**src/rtl/ras_pkg.sv**
```systemverilog
package ras_pkg;
  typedef enum logic {
    RAS_OVF_WRAP = 1'b0,
    RAS_OVF_DROP = 1'b1
  } ras_ovf_e;
endpackage

```
**src/rtl/ras_ctrl.sv**
```systemverilog
// Pointer and occupancy control for the return address stack.
module ras_ctrl
  import ras_pkg::*;
#(
  parameter int       DEPTH  = 4,
  parameter ras_ovf_e POLICY = RAS_OVF_WRAP,
  localparam int      PW     = (DEPTH > 1) ? $clog2(DEPTH) : 1,
  localparam int      CW     = $clog2(DEPTH + 1)
) (
  input  logic          clk,
  input  logic          rst_n,
  input  logic          call_i,
  input  logic          ret_i,
  output logic          we_o,
  output logic [PW-1:0] widx_o,
  output logic [PW-1:0] top_o,
  output logic [CW-1:0] occ_o,
  output logic          empty_o
);
  logic [PW-1:0] top_q, top_d, top_inc, top_dec;
  logic [CW-1:0] occ_q, occ_d;
  logic          full, empty, upd_en, wrap_full;

  assign full    = (occ_q == CW'(DEPTH));
  assign empty   = (occ_q == '0);
  assign top_inc = (top_q == PW'(DEPTH - 1)) ? '0 : top_q + 1'b1;
  assign top_dec = (top_q == '0) ? PW'(DEPTH - 1) : top_q - 1'b1;
  assign upd_en  = call_i | ret_i;

  generate
    if (POLICY == RAS_OVF_WRAP) begin : g_wrap
      assign wrap_full = 1'b1;
    end else begin : g_drop
      assign wrap_full = 1'b0;
    end
  endgenerate

  always_comb begin
    top_d  = top_q;
    occ_d  = occ_q;
    we_o   = 1'b0;
    widx_o = top_inc;
    if (call_i && ret_i && !empty) begin
      we_o   = 1'b1;
      widx_o = top_q;
    end else if (ret_i && !call_i) begin
      if (!empty) begin
        top_d = top_dec;
        occ_d = occ_q - 1'b1;
      end
    end else if (call_i) begin
      if (!full) begin
        we_o  = 1'b1;
        top_d = top_inc;
        occ_d = occ_q + 1'b1;
      end else if (wrap_full) begin
        we_o  = 1'b1;
        top_d = top_inc;
      end
    end
  end

  always_ff @(posedge clk or negedge rst_n) begin
    if (!rst_n) begin
      top_q <= '0;
      occ_q <= '0;
    end else if (upd_en) begin
      top_q <= top_d;
      occ_q <= occ_d;
    end
  end

  assign top_o   = top_q;
  assign occ_o   = occ_q;
  assign empty_o = empty;
endmodule

```
**src/rtl/ras_store.sv**
```systemverilog
// Entry array: one write port, one combinational read port.
module ras_store #(
  parameter int  DEPTH = 4,
  parameter int  AW    = 32,
  localparam int PW    = (DEPTH > 1) ? $clog2(DEPTH) : 1
) (
  input  logic          clk,
  input  logic          we_i,
  input  logic [PW-1:0] widx_i,
  input  logic [AW-1:0] wdata_i,
  input  logic [PW-1:0] ridx_i,
  output logic [AW-1:0] rdata_o
);
  logic [AW-1:0] ent_q [DEPTH];

  generate
    for (genvar g = 0; g < DEPTH; g++) begin : g_ent
      always_ff @(posedge clk) begin
        if (we_i && (widx_i == PW'(g))) begin
          ent_q[g] <= wdata_i;
        end
      end
    end
  endgenerate

  assign rdata_o = ent_q[ridx_i];
endmodule

```
**src/rtl/ras_predictor.sv**
```systemverilog
// Return address stack: top level.
module ras_predictor
  import ras_pkg::*;
#(
  parameter int       DEPTH      = 4,
  parameter int       AW         = 32,
  parameter int       INSN_BYTES = 4,
  parameter ras_ovf_e POLICY     = RAS_OVF_WRAP,
  localparam int      PW         = (DEPTH > 1) ? $clog2(DEPTH) : 1,
  localparam int      CW         = $clog2(DEPTH + 1)
) (
  input  logic          clk,
  input  logic          rst_n,
  input  logic          call_i,
  input  logic [AW-1:0] call_pc_i,
  input  logic          ret_i,
  output logic [AW-1:0] pred_addr_o,
  output logic          pred_valid_o
);
  logic [1:0]    rst_sync_q;
  logic          rst_sync_n;
  logic          we;
  logic [PW-1:0] widx, top;
  logic [CW-1:0] occ;
  logic          empty;
  logic [AW-1:0] link_addr, top_addr;

  always_ff @(posedge clk or negedge rst_n) begin
    if (!rst_n) rst_sync_q <= 2'b00;
    else        rst_sync_q <= {rst_sync_q[0], 1'b1};
  end
  assign rst_sync_n = rst_sync_q[1];

  assign link_addr = call_pc_i + AW'(INSN_BYTES);

  ras_ctrl #(.DEPTH(DEPTH), .POLICY(POLICY)) ctrl_i (
    .clk     (clk),
    .rst_n   (rst_sync_n),
    .call_i  (call_i),
    .ret_i   (ret_i),
    .we_o    (we),
    .widx_o  (widx),
    .top_o   (top),
    .occ_o   (occ),
    .empty_o (empty)
  );

  ras_store #(.DEPTH(DEPTH), .AW(AW)) store_i (
    .clk     (clk),
    .we_i    (we),
    .widx_i  (widx),
    .wdata_i (link_addr),
    .ridx_i  (top),
    .rdata_o (top_addr)
  );

  assign pred_valid_o = ret_i & ~empty;
  assign pred_addr_o  = pred_valid_o ? top_addr : '0;
endmodule

```
**config.mk**
```make
export PLATFORM = sky130hd
export DESIGN_NAME = ras_predictor
export DESIGN_NICKNAME = d
export VERILOG_FILES = /design/src/rtl/ras_pkg.sv /design/src/rtl/ras_ctrl.sv /design/src/rtl/ras_store.sv /design/src/rtl/ras_predictor.sv
export SDC_FILE = /design/constraint.sdc
export NUM_CORES = 1
export LEC_CHECK = 0
export ABC_AREA = 1
export BUFFER_PORTS_ARGS = -buffer_cell sky130_fd_sc_hd__buf_2
export CAP_MARGIN = 40
export CORE_MARGIN = 8
export CORE_UTILIZATION = 46
export CTS_BUF_LIST = sky130_fd_sc_hd__clkbuf_4
export DETAILED_ROUTE_END_ITERATION = 8
export PLACE_DENSITY = 0.66
export SETUP_SLACK_MARGIN = 0.5
export SLEW_MARGIN = 20
export SYNTH_ARGS = -nofsm -noshare
export SYNTH_HDL_FRONTEND = slang
export SYNTH_SLANG_ARGS = --single-unit
```
**constraint.sdc**
```tcl
create_clock -name clk -period 1.4 [get_ports clk]
set_input_delay 0.07 -clock clk [delete_from_list [all_inputs] [get_ports clk]]
set_output_delay 0.07 -clock clk [all_outputs]
set_load 0.01 [all_outputs]
```
# == Word level (Yosys, flattened, before mapping) ==
# Memory sizes are Yosys's and may differ from the RTL's.
# Cells that the tools add are included.
# classes
eq_ne,7
multipliers,0
bitwise,4
n_div,0
mux,31
n_lt_le_gt_ge,0
add_sub_neg,5
shift,0
n_reduce_logical,18
# ops
op,n
$mux 32,4
$reduce_or 32->1,3
$add 32x3->32 const B,1
$mux 2,9
$mux 1,14
$mux 3,4
$logic_and 1x1->1,7
$eq 2x2->1 const B,3
$reduce_and 5->1,1
$logic_not 2->1,2
$ne 2x2->1 const B,2
$reduce_and 4->1,1
$add 3x1->3 const B,1
$eq 3x3->1 const B,1
$logic_not 3->1,1
$sub 3x1->3 const B,1
$add 2x1->2 const B,1
$eq 2x1->1 const B,1
$logic_not 1->1,2
$not 1->1,2
$reduce_bool 2->1,1
$sub 2x1->2 const B,1
$and 1x1->1,1
$or 1x1->1,1
# totals
inputBits,36
output_inout_bits,33
ramBits,128
reg_bits,7
n_memories,1
latch_bits,0
romBits,0
elab_cells,69
# memory_table
memory,words,word_bits,rd,rd_ports_with_merged_regs,wr,line_no,rtl
store_i.ent_q,4,32,1,0,1,ras_store.sv:14,logic [AW-1:0] ent_q [DEPTH];

# == Logic depth before layout (Yosys ltp) ==
# depth
depth_word,12
depth_mapped,9
depth_no_buf,9

# == Hierarchy ==
# From an unflattened synthesis, not the netlist that was laid out.
# unflattened
hier_cells,823
hier_area_um2,7098.1
# modules_own_cells
module,n_inst,area_per_inst_um2,cells_per_inst,seq_area_each_um2
ras_store,1,5437.7,509,3843.7
ras_predictor,1,1214.9,245,50.0
ras_ctrl,1,445.4,69,125.1

# == Least setup slack after synthesis ==
# OpenSTA, ideal clock, no wires.
# synth_timing
path_type,register to register
from,register ctrl_i.top_q[0] (netlist: ctrl_i.top_o[0])
to,memory store_i.ent_q[0][0] (enable)
stages_incl_launch_ff,9
t_arrival_ns,2.607
path_buffers,3
required_ns,0.979
setup_time_ns,0.421
setup_slack_ns,-1.628
synth_period_minus_slack_ns,3.028
path_cell_list,dfrtp_1 -> buf_4 -> inv_2 -> buf_6 -> buf_4 -> ha_1 -> nand2_1 -> nand3_1 -> nor2_1
# synth_between
elab_chain_len,11
word_cells_on_any_way,29
classes_between,1 x add/sub; 4 x eq/ne; 16 x mux; 8 x reduce/logical
# synth_rtl
element,line_no,rtl
"start, declared",ras_ctrl.sv:20,"logic [PW-1:0] top_q, top_d, top_inc, top_dec;"
"start signal, assigned",ras_ctrl.sv:68,top_q <= top_d;
$add 2x1->2 or $eq 2x2->1 (tied branches),ras_ctrl.sv:26,assign top_inc = (top_q == PW'(DEPTH - 1)) ? '0 : top_q + 1'b1;
$mux 2,ras_ctrl.sv:26,
$mux 2 (*),ras_ctrl.sv:43,if (call_i && ret_i && !empty) begin
$eq 2x1->1,ras_store.sv:19,if (we_i && (widx_i == PW'(g))) begin
$logic_and 1x1->1,ras_store.sv:19,
$mux 1,ras_store.sv:19,
$mux 1 (not written as such),ras_store.sv:20,ent_q[g] <= wdata_i;
$reduce_or 32->1 (no source line),--,
$mux 2 (no source line) or $mux 1 (tied branches) (3 in a row),--,
"end, declared",ras_store.sv:14,
# Mark *: on every way between the ends. The rest lies on a longest branch, timed or not.

# == Final worst setup path ==
# layout_timing
from,register ctrl_i.top_q[0] (netlist: ctrl_i.top_o[0])
to,memory store_i.ent_q[2][26] (enable)
# The elaborated chain is that of the path after synthesis.

==> metrics.cfg <==
[status]
status=complete, but fails checks
violations=negative setup slack

[synth]
synth-async-reset-ratio_pct=5.185
synth_seq_cells=135
yosysWarnings=0
synth_edf_count=128
ys_dominant_reg_cell=edfxtp_1
ys_top_cells_by_count=167 x nor2_1, 128 x edfxtp_1, 103 x nand2_1, 55 x o21ai_0, 32 x a21oi_1
netlist.top_cell.by_area=edfxtp_1
ys_types=28
synth_top_area_share_pct=60.37
synth_most_common_cell=nor2_1
synthCells=631
syn_nets=671
yosysSeqAreaShare_pct=63.12
yosys-top-cells-area=edfxtp_1 60%, nor2_1 9.8%, nand2_1 6.1%
netlist_area_um2=6367
avgSynthCellArea_um2=10.09

[pwr]
p_total_uw=20570
power_density_nw_per_um2=2174
max-vdd-ir-drop_v=0.001025
p_leak_uw=0.003719

[drt]
ant_nets=0
vias_per_cell=5.459
wire_per_inst_um=21.19
drt-initial-drc-count=533
vias=5530
first_pass_iters=6
routed_wl_mm=21.46
drc_errors=0

[layout]
syn_to_final_growth_pct=48.58
drive_gt1_share_pct=38.82
fill_cells=931
nets=859

[critical_path]
reg2reg_depth=11
critPathMaxStageDelay_ps=420
cp-end-kind=flop
timing.rr.end=store_i.ent_q[2][26]
cp_num_buf_inv=6
startpoint_type=flop
cp_max_fo=7
rr_startpoint=ctrl_i.top_o[0]
path_cells=buf_8 > inv_12 > buf_6 > ha_4 > nand2_4 > nand2_4 > nand2_4 > nor2_4 > buf_6 > buf_6 > buf_12
path_delay_family=buffers and inverters
crit_required_ps=1660
arrival_ps=2320
slowest_stage=dfrtp_2
crit_type=reg -> reg
r2r_setup_slack_ps=-670

[global_route]
grt_busiest_layer=met2
track_usage_pct=22.59
grt_max_degree=23
first_global_vias=5505
antenna_found_initial=1
grt.met3_usage_pct=4.744
use_met2_pct=39.15
grt_pass1_wl_mm=30.84
gr-total-overflow=0
grt_use_met1_pct=26.99

[placed_design]
place.gp.congestion=0.8844
hpwl_mm=11.08
portBuffers=68

[min_path]
hp-class=in -> reg
hp-start=call_pc_i[19]
worstHoldEndpoint=store_i.ent_q[2][19]
whs_path_depth=4

[clock_network]
cts_tree=built
cts_sinks=135
ctsRootBufferMaster=clkbuf_4
clock_latency_ps=540
cts_max_path_buffers=2
htree_levels=4
clk_pin_slew_ps=120
cts_buffers=17

[timing]
worst_slack_ps=-665.2
finalClockSkew_ps=16.47
max_freq_ghz=0.4842
whs_ps=10.31
final_hold_viol_count=0
fin_crit_ps=2065
finalSetupViolations=165
period_share_pct=147.5
rsz0062_at_grt=yes
finalMaxSlewViolations=0

[job]
cap_violations=0

[floorplanning]
die-area_um2=17860
io_pins=69
row_count=43
start_util_pct=46.41
fp.dieW_um=133.7
coreArea_um2=13720
dieHeight_um=133.7

-- routing by layer --
| layer | share of wire (%) | up-vias |
|---|---|---|
| met5 | 0 | - |
| li1 | - | 2510 |
| met2 | 51 | 261 |
| met1 | 39 | 2694 |
| met3 | 6.4 | 65 |
| met4 | 4.0 | 0 |
-- per-stage QoR --
stage	setup TNS, ps	util (%)	std cells	area [um2]	setup slack (ps)
finish	-93320	68.96	1013	9460	-665.2
global placement	-36790	53.82	889	7383	-293.8
detailed placement	-41070	53.82	889	7383	-337.7
global route	-99630	68.96	1013	9460	-697.3
floorplan	-86520	-	631	6610	-710.5
CTS	-85560	65.05	988	8925	-617.4
-- state kept, by name, indices dropped and copies added, names as in the netlist --
signal         flops
ctrl_i.top_o       2
rst_sync_q         2
ctrl_i.occ_o       3
store_i.ent_q    128
-- cells by family (layout without fill, tap and decap cells) --
family	Yosys count	in the layout	synth area share, %
fa+ha+maj	4	4	0.9040
other cells	1	2	0.05889
compound gates	102	102	8.017
simple gates	317	317	21.30
flops	135	135	63.12
xor+xnor	16	16	2.319
buf+inv	56	257	4.284
-- where the power goes --
group | total [uW] | internal, uW | leakage, uW | switching [uW]
Sequential | 6090 | 5730 | 0.00126 | 356
Combinational | 11600 | 5640 | 0.00229 | 5940
Clock | 2900 | 1480 | 0.000168 | 1420
Total | 20600 | 12800 | 0.00372 | 7720
-- cell usage in the layout, fill, tap and decap left out, types with 4 or more instances in the layout --
master	instances
o21ai_1	44
nand2_2	13
xnor2_1	6
nand2_4	8
o21ai_0	13
inv_2	7
buf_4	32
nand3b_1	6
o21ai_2	12
xor2_1	7
buf_12	27
dfrtp_1	6
clkbuf_4	20
nor2_1	135
bufinv_16	4
inv_1	22
dlygate4sd3_1	30
a21oi_1	7
buf_6	12
nand2_1	89
buf_8	4
nor2_2	32
edfxtp_1	128
clkbuf_16	7
buf_16	15
a21oi_2	25
nor2_4	12
clkinv_4	4
buf_2	66
nand3_1	12
-- worst max-delay path by stage --
| stage | from | end | slack [ps] | cells after the start |
|---|---|---|---|---|
| floorplan | ctrl_i.top_o[0] | store_i.ent_q[2][0] | -710 | 9 |
| global placement | ctrl_i.top_o[0] | store_i.ent_q[1][8] | -290 | 7 |
| detailed placement | ctrl_i.top_o[1] | store_i.ent_q[2][8] | -340 | 6 |
| CTS | ctrl_i.top_o[0] | pred_addr_o[18] | -620 | 7 |
| global route | ctrl_i.top_o[0] | pred_addr_o[0] | -700 | 7 |
| finish | ctrl_i.top_o[0] | store_i.ent_q[2][26] | -670 | 11 |
-- worst min-delay path, cell delays in order --
cell,delay [ps]
buf_2,120
inv_1,50
nand2_1,40
nand2_1,140
-- timing repair --
action | 4_1_cts | 5_1_grt
buffers inserted | 21 | 16
pin swaps | 25 | 28
resized for setup | 103 | 69
hold buffers | 30 | 0
cloned | 16 | 8
hold endpoints to repair | 114 | 0
endpoints found under the setup margin | 166 | 182
-- layout make-up --
| class | count | area [um2] | area share [%] |
|---|---|---|---|
| diodes | 1 | 2.502 | 0.02645 |
| repair buffers | 194 | 2227 | 23.54 |
| flip-flops and latches | 135 | 4020 | 42.49 |
| inverters | 31 | 131.4 | 1.389 |
| well taps | 180 | 225.2 | 2.381 |
| multi-input cells | 440 | 2526 | 26.70 |
| clock inverters | 12 | 177.7 | 1.878 |
| clock buffers | 20 | 150.1 | 1.587 |
(Power assumes the default switching activity.)
